$ cat config.mk
export PLATFORM = sky130hd
export DESIGN_NAME = dram_row_timer
export DESIGN_NICKNAME = d
export VERILOG_FILES = /design/src/rtl/dram_pkg.sv /design/src/rtl/dram_ctrl.sv /design/src/rtl/dram_dpath.sv /design/src/rtl/dram_row_timer.sv
export SDC_FILE = /design/constraint.sdc
export NUM_CORES = 1
export LEC_CHECK = 0
export ABC_AREA = 0
export BUFFER_PORTS_ARGS = -buffer_cell sky130_fd_sc_hd__buf_2
export CORE_UTILIZATION = 40
export CTS_CLUSTER_DIAMETER = 50
export CTS_CLUSTER_SIZE = 12
export DETAILED_ROUTE_END_ITERATION = 7
export RECOVER_POWER = 25
export SLEW_MARGIN = 20
export SYNTH_ARGS = -nofsm -noshare
export SYNTH_HDL_FRONTEND = slang
export SYNTH_SLANG_ARGS = --single-unit
$ cat constraint.sdc
create_clock -name clk -period 6.8 [get_ports clk]
set_clock_uncertainty 0.2 [all_clocks]
set_input_delay 0.68 -clock clk [delete_from_list [all_inputs] [get_ports clk]]
set_output_delay 0.68 -clock clk [all_outputs]
set_load 0.01 [all_outputs]
$ cat src/rtl/dram_pkg.sv
package dram_pkg;
  // Strobes the control unit hands to the datapath each cycle.
  typedef struct packed {
    logic push;     // write the incoming request into the queue
    logic pop;      // send the queue head to its bank
    logic rspFire;  // a finished bank answers this cycle
  } ctrl_strobe_t;
endpackage

$ cat src/rtl/dram_ctrl.sv
module dram_ctrl
  import dram_pkg::*;
#(
  parameter int BANK_W   = 2,
  parameter int QDEPTH   = 4,
  parameter int HIT_LAT  = 100,
  parameter int MISS_LAT = 200,
  localparam int NBANK = 1 << BANK_W,
  localparam int PTR_W = (QDEPTH > 1) ? $clog2(QDEPTH) : 1,
  localparam int CNT_W = $clog2(MISS_LAT + 1)
) (
  input  logic              clk,
  input  logic              rstN,
  input  logic              reqValid,
  input  logic [BANK_W-1:0] headBank,
  input  logic              headHit,
  output logic              reqReady,
  output ctrl_strobe_t      strobe,
  output logic [PTR_W-1:0]  wrPtr,
  output logic [PTR_W-1:0]  rdPtr,
  output logic [BANK_W-1:0] rspBank
);
  logic [PTR_W:0]     qCount;
  logic [NBANK-1:0]   busy;
  logic [CNT_W-1:0]   cnt [NBANK];
  logic [NBANK-1:0]   done;
  logic               headValid;
  logic [CNT_W-1:0]   loadVal;

  assign reqReady  = (qCount != (PTR_W+1)'(QDEPTH));
  assign headValid = (qCount != '0);
  assign loadVal   = headHit ? CNT_W'(HIT_LAT - 1) : CNT_W'(MISS_LAT - 1);

  always_comb begin
    strobe.push    = reqValid && reqReady;
    strobe.pop     = headValid && !busy[headBank];
    strobe.rspFire = |done;
    rspBank = '0;
    for (int i = NBANK - 1; i >= 0; i--) begin
      if (done[i]) rspBank = BANK_W'(i);
    end
  end

  // Queue pointers and occupancy
  always_ff @(posedge clk or negedge rstN) begin
    if (!rstN) begin
      wrPtr  <= '0;
      rdPtr  <= '0;
      qCount <= '0;
    end else begin
      if (strobe.push)
        wrPtr <= (wrPtr == PTR_W'(QDEPTH - 1)) ? '0 : wrPtr + 1'b1;
      if (strobe.pop)
        rdPtr <= (rdPtr == PTR_W'(QDEPTH - 1)) ? '0 : rdPtr + 1'b1;
      qCount <= qCount + (PTR_W+1)'(strobe.push) - (PTR_W+1)'(strobe.pop);
    end
  end

  AST_EMPTY_NO_ISSUE: assert property (@(posedge clk) disable iff (!rstN)
    (qCount == '0) |-> !strobe.pop);
  AST_FULL_STALLS: assert property (@(posedge clk) disable iff (!rstN)
    (qCount == (PTR_W+1)'(QDEPTH) && !strobe.pop) |=> (qCount == (PTR_W+1)'(QDEPTH)));

  // Per-bank busy countdown
  for (genvar g = 0; g < NBANK; g++) begin : gBank
    assign done[g] = busy[g] && (cnt[g] == '0);

    always_ff @(posedge clk or negedge rstN) begin
      if (!rstN) begin
        busy[g] <= 1'b0;
        cnt[g]  <= '0;
      end else if (strobe.pop && headBank == BANK_W'(g)) begin
        busy[g] <= 1'b1;
        cnt[g]  <= loadVal;
      end else if (strobe.rspFire && rspBank == BANK_W'(g)) begin
        busy[g] <= 1'b0;
      end else if (busy[g] && cnt[g] != '0) begin
        cnt[g] <= cnt[g] - 1'b1;
      end
    end

    AST_CNT_BOUND: assert property (@(posedge clk) disable iff (!rstN)
      busy[g] |-> (cnt[g] < CNT_W'(MISS_LAT)));
    AST_BANK_RELEASE: assert property (@(posedge clk) disable iff (!rstN)
      (strobe.rspFire && rspBank == BANK_W'(g)) |=> !busy[g]);
  end
endmodule

$ cat src/rtl/dram_dpath.sv
module dram_dpath
  import dram_pkg::*;
#(
  parameter int COL_W  = 11,
  parameter int BANK_W = 2,
  parameter int ROW_W  = 20,
  parameter int TAG_W  = 2,
  parameter int QDEPTH = 4,
  localparam int NBANK  = 1 << BANK_W,
  localparam int ADDR_W = COL_W + BANK_W + ROW_W,
  localparam int PTR_W  = (QDEPTH > 1) ? $clog2(QDEPTH) : 1
) (
  input  logic              clk,
  input  logic              rstN,
  input  ctrl_strobe_t      strobe,
  input  logic [PTR_W-1:0]  wrPtr,
  input  logic [PTR_W-1:0]  rdPtr,
  input  logic [BANK_W-1:0] rspBank,
  input  logic [ADDR_W-1:0] reqAddr,
  input  logic [TAG_W-1:0]  reqTag,
  output logic [BANK_W-1:0] headBank,
  output logic              headHit,
  output logic              rspValid,
  output logic [TAG_W-1:0]  rspTag,
  output logic              rspHit
);
  logic [ADDR_W-1:0] qAddr [QDEPTH];
  logic [TAG_W-1:0]  qTag  [QDEPTH];
  logic [ROW_W-1:0]  openRow [NBANK];
  logic [NBANK-1:0]  rowValid;
  logic [TAG_W-1:0]  bankTag [NBANK];
  logic [NBANK-1:0]  bankHit;
  logic [ROW_W-1:0]  headRow;
  logic [TAG_W-1:0]  headTag;

  // Address decode of the queue head: {row, bank, column}
  assign headBank = qAddr[rdPtr][COL_W +: BANK_W];
  assign headRow  = qAddr[rdPtr][ADDR_W-1 -: ROW_W];
  assign headTag  = qTag[rdPtr];
  assign headHit  = rowValid[headBank] && (openRow[headBank] == headRow);

  always_ff @(posedge clk) begin
    if (strobe.push) begin
      qAddr[wrPtr] <= reqAddr;
      qTag[wrPtr]  <= reqTag;
    end
  end

  for (genvar g = 0; g < NBANK; g++) begin : gRow
    always_ff @(posedge clk or negedge rstN) begin
      if (!rstN) begin
        rowValid[g] <= 1'b0;
        openRow[g]  <= '0;
        bankTag[g]  <= '0;
        bankHit[g]  <= 1'b0;
      end else if (strobe.pop && headBank == BANK_W'(g)) begin
        rowValid[g] <= 1'b1;
        openRow[g]  <= headRow;
        bankTag[g]  <= headTag;
        bankHit[g]  <= headHit;
      end
    end
  end

  always_ff @(posedge clk or negedge rstN) begin
    if (!rstN) begin
      rspValid <= 1'b0;
      rspTag   <= '0;
      rspHit   <= 1'b0;
    end else begin
      rspValid <= strobe.rspFire;
      if (strobe.rspFire) begin
        rspTag <= bankTag[rspBank];
        rspHit <= bankHit[rspBank];
      end
    end
  end

  AST_OPEN_ROW_TRACKS: assert property (@(posedge clk) disable iff (!rstN)
    $past(strobe.pop) |-> (rowValid[$past(headBank)] &&
                           openRow[$past(headBank)] == $past(headRow)));
  AST_RSP_FROM_FIRE: assert property (@(posedge clk) disable iff (!rstN)
    rspValid |-> $past(strobe.rspFire));
endmodule

$ cat src/rtl/dram_row_timer.sv
module dram_row_timer
  import dram_pkg::*;
#(
  parameter int COL_W    = 11,
  parameter int BANK_W   = 2,
  parameter int ROW_W    = 20,
  parameter int TAG_W    = 2,
  parameter int QDEPTH   = 4,
  parameter int HIT_LAT  = 100,
  parameter int MISS_LAT = 200,
  localparam int ADDR_W = COL_W + BANK_W + ROW_W,
  localparam int PTR_W  = (QDEPTH > 1) ? $clog2(QDEPTH) : 1
) (
  input  logic              clk,
  input  logic              rstN,
  input  logic              reqValid,
  output logic              reqReady,
  input  logic [ADDR_W-1:0] reqAddr,
  input  logic [TAG_W-1:0]  reqTag,
  output logic              rspValid,
  output logic [TAG_W-1:0]  rspTag,
  output logic              rspHit
);
  ctrl_strobe_t      strobe;
  logic [PTR_W-1:0]  wrPtr;
  logic [PTR_W-1:0]  rdPtr;
  logic [BANK_W-1:0] rspBank;
  logic [BANK_W-1:0] headBank;
  logic              headHit;

  dram_ctrl #(
    .BANK_W(BANK_W), .QDEPTH(QDEPTH), .HIT_LAT(HIT_LAT), .MISS_LAT(MISS_LAT)
  ) u_ctrl (
    .clk(clk), .rstN(rstN), .reqValid(reqValid), .headBank(headBank),
    .headHit(headHit), .reqReady(reqReady), .strobe(strobe),
    .wrPtr(wrPtr), .rdPtr(rdPtr), .rspBank(rspBank)
  );

  dram_dpath #(
    .COL_W(COL_W), .BANK_W(BANK_W), .ROW_W(ROW_W), .TAG_W(TAG_W), .QDEPTH(QDEPTH)
  ) u_dpath (
    .clk(clk), .rstN(rstN), .strobe(strobe), .wrPtr(wrPtr), .rdPtr(rdPtr),
    .rspBank(rspBank), .reqAddr(reqAddr), .reqTag(reqTag),
    .headBank(headBank), .headHit(headHit), .rspValid(rspValid),
    .rspTag(rspTag), .rspHit(rspHit)
  );
endmodule

==> impl_metrics.csv <==
group,metric,value,unit
sta,fin_crit_sh,0.6404,
detailed_routing,drc,0,
synth,synth_largest_area_cell,"dfrtp_1",
clock_tree,cts-root-buf,"clkbuf_16",
clock_tree,cts_resized,0,
place,dpl_cell_area,0.01116,mm²
synth,synth_cell_types,58,
clock_tree,cts_sinks,239,
setup_path,cp.depth,9,
setup_path,path_delay_family,"multiplexers",
finish,nNetsFinal,907,
global_route,grt_pass1_vias,6441,
setup_path,path_cells,"buf_4 -> mux4_2 -> mux2i_1 -> o211ai_1 -> a31oi_2 -> and3_1 -> buf_4 -> nand2_1 -> o31a_1",
place,numPortBuffers,31,
die,die_w,165.3,µm
worst_hold_path,hold_path.class,"primary input to flip-flop",
synth,ys_seq_area_frac,0.6058,
worst_hold_path,hp-start,"reqAddr[13]",
clock_tree,clk_pin_slew_worst_paths,60,ps
synth,synth-async-reset-ratio,0.5983,
finish,fin_area,0.01228,mm²
setup_path,crit_path_start_kind,"flip-flop",
clock_tree,cts_tree,"yes",
power_and_ir_drop,ir_worst_vdd,0.2816,mV
sta,tns,0,ps
synth,postSynthCellCount,809,
power_and_ir_drop,seqPwrFrac,0.354,
detailed_routing,avgViaCountPerCell,5.094,
sta,slew_violations,0,
clock_tree,ctsHtreeMaxLevel,1,
synth,ys_ff_latch,239,
global_route,grt_max_degree,73,
power_and_ir_drop,finalPower,6.546,mW
clock_tree,insertion_delay,560,ps
setup_path,cp_num_buf_inv,2,
place,hpwl,12760,µm
global_route,overflow,0,
finish,num_antenna_cells,0,
clock_tree,numCtsBuffers,31,
power_and_ir_drop,cellLeakagePower,5.126,nW
outcome,status,"finished, final reports clean",
synth,synth_area,0.01067,mm²
global_route,antenna_found_initial,0,
setup_path,cp_slowest_cell,"mux4_2",
flow_run,drv_cap,0,
synth,synth_top_area_frac,0.3355,
die,core,0.02613,mm²
setup_path,reg2reg_depth,9,
sta,slew_headroom,0.2785,
setup_path,r2r_slack,2450,ps
setup_path,rr_endpoint,"u_ctrl.cnt[7]$_DFFE_PN0P_",
detailed_routing,dr_total_vias,6179,
setup_path,crit_start,"u_ctrl.rdPtr[0]$_DFFE_PN0P_",
setup_path,r2r-start,"u_ctrl.rdPtr[0]$_DFFE_PN0P_",
die,die_area,0.02732,mm²
sta,hold_viol_final,0,
synth,syn_nets,863,
sta,setup_viol,0,
setup_path,end_kind,"flip-flop",
detailed_routing,drtIter0Drc,281,
power_and_ir_drop,clockPowerShare,0.271,
die,start_util,0.4081,
detailed_routing,dr.pass1.iters,4,
synth,avgSynthCellArea,13.18,µm²
finish,synthToLayoutAreaGrowth,15.18,%
die,ios,43,
power_and_ir_drop,p_sw,2.283,mW
synth,synth-edff-count,96,
setup_path,cpPeakStageDelay,930,ps
sta,rsz0062_at_grt,"no",
clock_tree,cts.path.max_buffers,3,
synth,synth_warnings,0,
die,die_h,165.3,µm
detailed_routing,ant_nets,0,
sta,max_freq,229.6,MHz
setup_path,worstPathArrival,4590,ps
place,place_congestion,0.7290,
synth,synthTopCellsByArea,"dfrtp_1 34%, edfxtp_1 27%, nand2_1 5.7%, mux2i_1 5.5%, mux4_2 5.3%",
sta,period_needed,4355,ps
setup_path,worst-path-max-fanout,27,
power_and_ir_drop,power.density,532.9,mW/mm²
place,pre_cts_ws,2396,ps
synth,synth_ff_type,"dfrtp_1",
sta,finalWorstSetupSlack,2445,ps
setup_path,worstSetupPathType,"flip-flop to flip-flop",
power_and_ir_drop,p_sw_frac,0.3487,
power_and_ir_drop,p_comb_frac,0.375,
global_route,grt_pass1_wl,34210,µm
finish,final_core_util,0.4701,
setup_path,path_common_cell,"buf_4",
sta,worst_pin_slew,1079,ps
detailed_routing,finalWirelength,20640,µm
global_route,grt.total_usage,0.1601,
detailed_routing,routedWlPerCell,17.02,µm
setup_path,critPathRequiredTime,7040,ps
power_and_ir_drop,p_int,4.263,mW
setup_path,cp-endpoint,"u_ctrl.cnt[7]$_DFFE_PN0P_",
die,row_count,59,
finish,drive_gt1_frac,0.1845,
## metrics by stage
stage	hold WS, ps	std cells
after floorplan	184.4	809
after global placement	251.1	1154
after detailed placement	252.9	1154
after CTS	107.2	1213
after global routing	162.8	1213
final	170.8	1213
## timing repair
item	in CTS	in global routing
hold buffers	1	0
endpoints found under the hold margin	71	0
buffers inserted	0	0
## sequential cells by signal, summed over array words and instances (netlist names)
register / flops
u_dpath.qTag: 8
u_ctrl.busy: 4
u_ctrl.wrPtr: 2
u_dpath.rowValid: 4
u_dpath.rspHit: 1
u_ctrl.cnt: 32
u_dpath.bankHit: 4
u_dpath.qAddr: 88
u_ctrl.rdPtr: 2
u_ctrl.qCount: 3
u_dpath.rspTag: 2
u_dpath.rspValid: 1
u_dpath.bankTag: 8
u_dpath.openRow: 80
## final cells by class
type	instances	area, µm²
fill	2355	13850
sequential	239	6462
multi-input combinational	509	3909
clock buffer	42	858.3
tap	335	419.2
clock inverter	16	284.0
timing repair buffer	48	261.5
inverter	24	90.09
## cell usage in the layout (no fill, tap or decap), types with 9 or more instances in the layout
cell       instances
nand2_1          161
dfrtp_1          142
edfxtp_1          96
mux2i_1           59
mux2_2            47
nor2_1            35
clkbuf_16         32
clkbuf_1          32
mux4_2            25
inv_1             24
xnor2_1           24
xor2_1            23
buf_4             16
ha_1              15
nand2b_1          14
nor4_1            13
nor3_1             9
## worst register-to-register path: stages, from the launching register on
cell	delay (ps)
dfrtp_2	340
buf_4	420
mux4_2	940
mux2i_1	370
o211ai_1	250
a31oi_2	440
and3_1	530
buf_4	350
nand2_1	140
o31a_1	260
## Yosys cell counts (3+ instances only)
cell	number
buf_2	15
buf_4	3
buf_6	3
edfxtp_1	96
o211ai_1	3
or2_2	4
ha_1	15
a222oi_1	3
mux2i_1	59
clkbuf_1	14
a21o_1	4
nor4_1	13
nand2_1	161
xor2_1	23
nor3_1	9
nor3_2	3
nand2b_1	14
o21ai_0	4
mux4_2	25
and3_1	6
nor2_1	35
a31oi_1	5
nor2b_1	3
mux2_2	47
xnor2_1	24
inv_1	24
or3_1	3
nand3_1	3
dfrtp_1	143
a21oi_1	6
## power groups by stage
stage / logic (mW) / clock network [mW] / registers [mW]
floorplan: 1.99 / 0 / 2.27
global placement: 2.45 / 0 / 2.33
detailed placement: 2.49 / 0 / 2.34
CTS: 2.49 / 1.81 / 2.32
global route: 2.74 / 1.87 / 2.38
finish: 2.45 / 1.77 / 2.32
## cell families after synthesis
kind of cell	count (synthesis)	share of synthesized area
adders and majority gates	16	0.01947
and+or+nand+nor	274	0.1202
xor gates and xnor gates	47	0.03860
muxes	131	0.1578
DFF	239	0.6058
buffers and inverters	61	0.02945
AOI/OAI and AO/OA	41	0.02863
## worst min path at each step
| stage | to | depth (start not counted) |
|---|---|---|
| after floorplan | u_ctrl.busy[0]$_DFFE_PN0P_ | 0 |
| after global placement | u_dpath.rowValid[3]$_DFFE_PN0P_ | 1 |
| after detailed placement | u_dpath.rowValid[1]$_DFFE_PN0P_ | 1 |
| after CTS | u_dpath.qAddr[0][17]$_DFFE_PP_ | 1 |
| after global routing | u_dpath.qAddr[3][28]$_DFFE_PP_ | 1 |
| final | u_dpath.qAddr[0][13]$_DFFE_PP_ | 1 |
## per-layer routing
layer	wire length (µm)	vias to the layer above	global-route usage
li1	-	2950	-
met1	10130	3119	0.2221
met2	9510	78	0.2619
met3	536	32	0.02473
met4	468	0	0.04256
met5	0	-	0
Power figures use the tool's default switching activity.
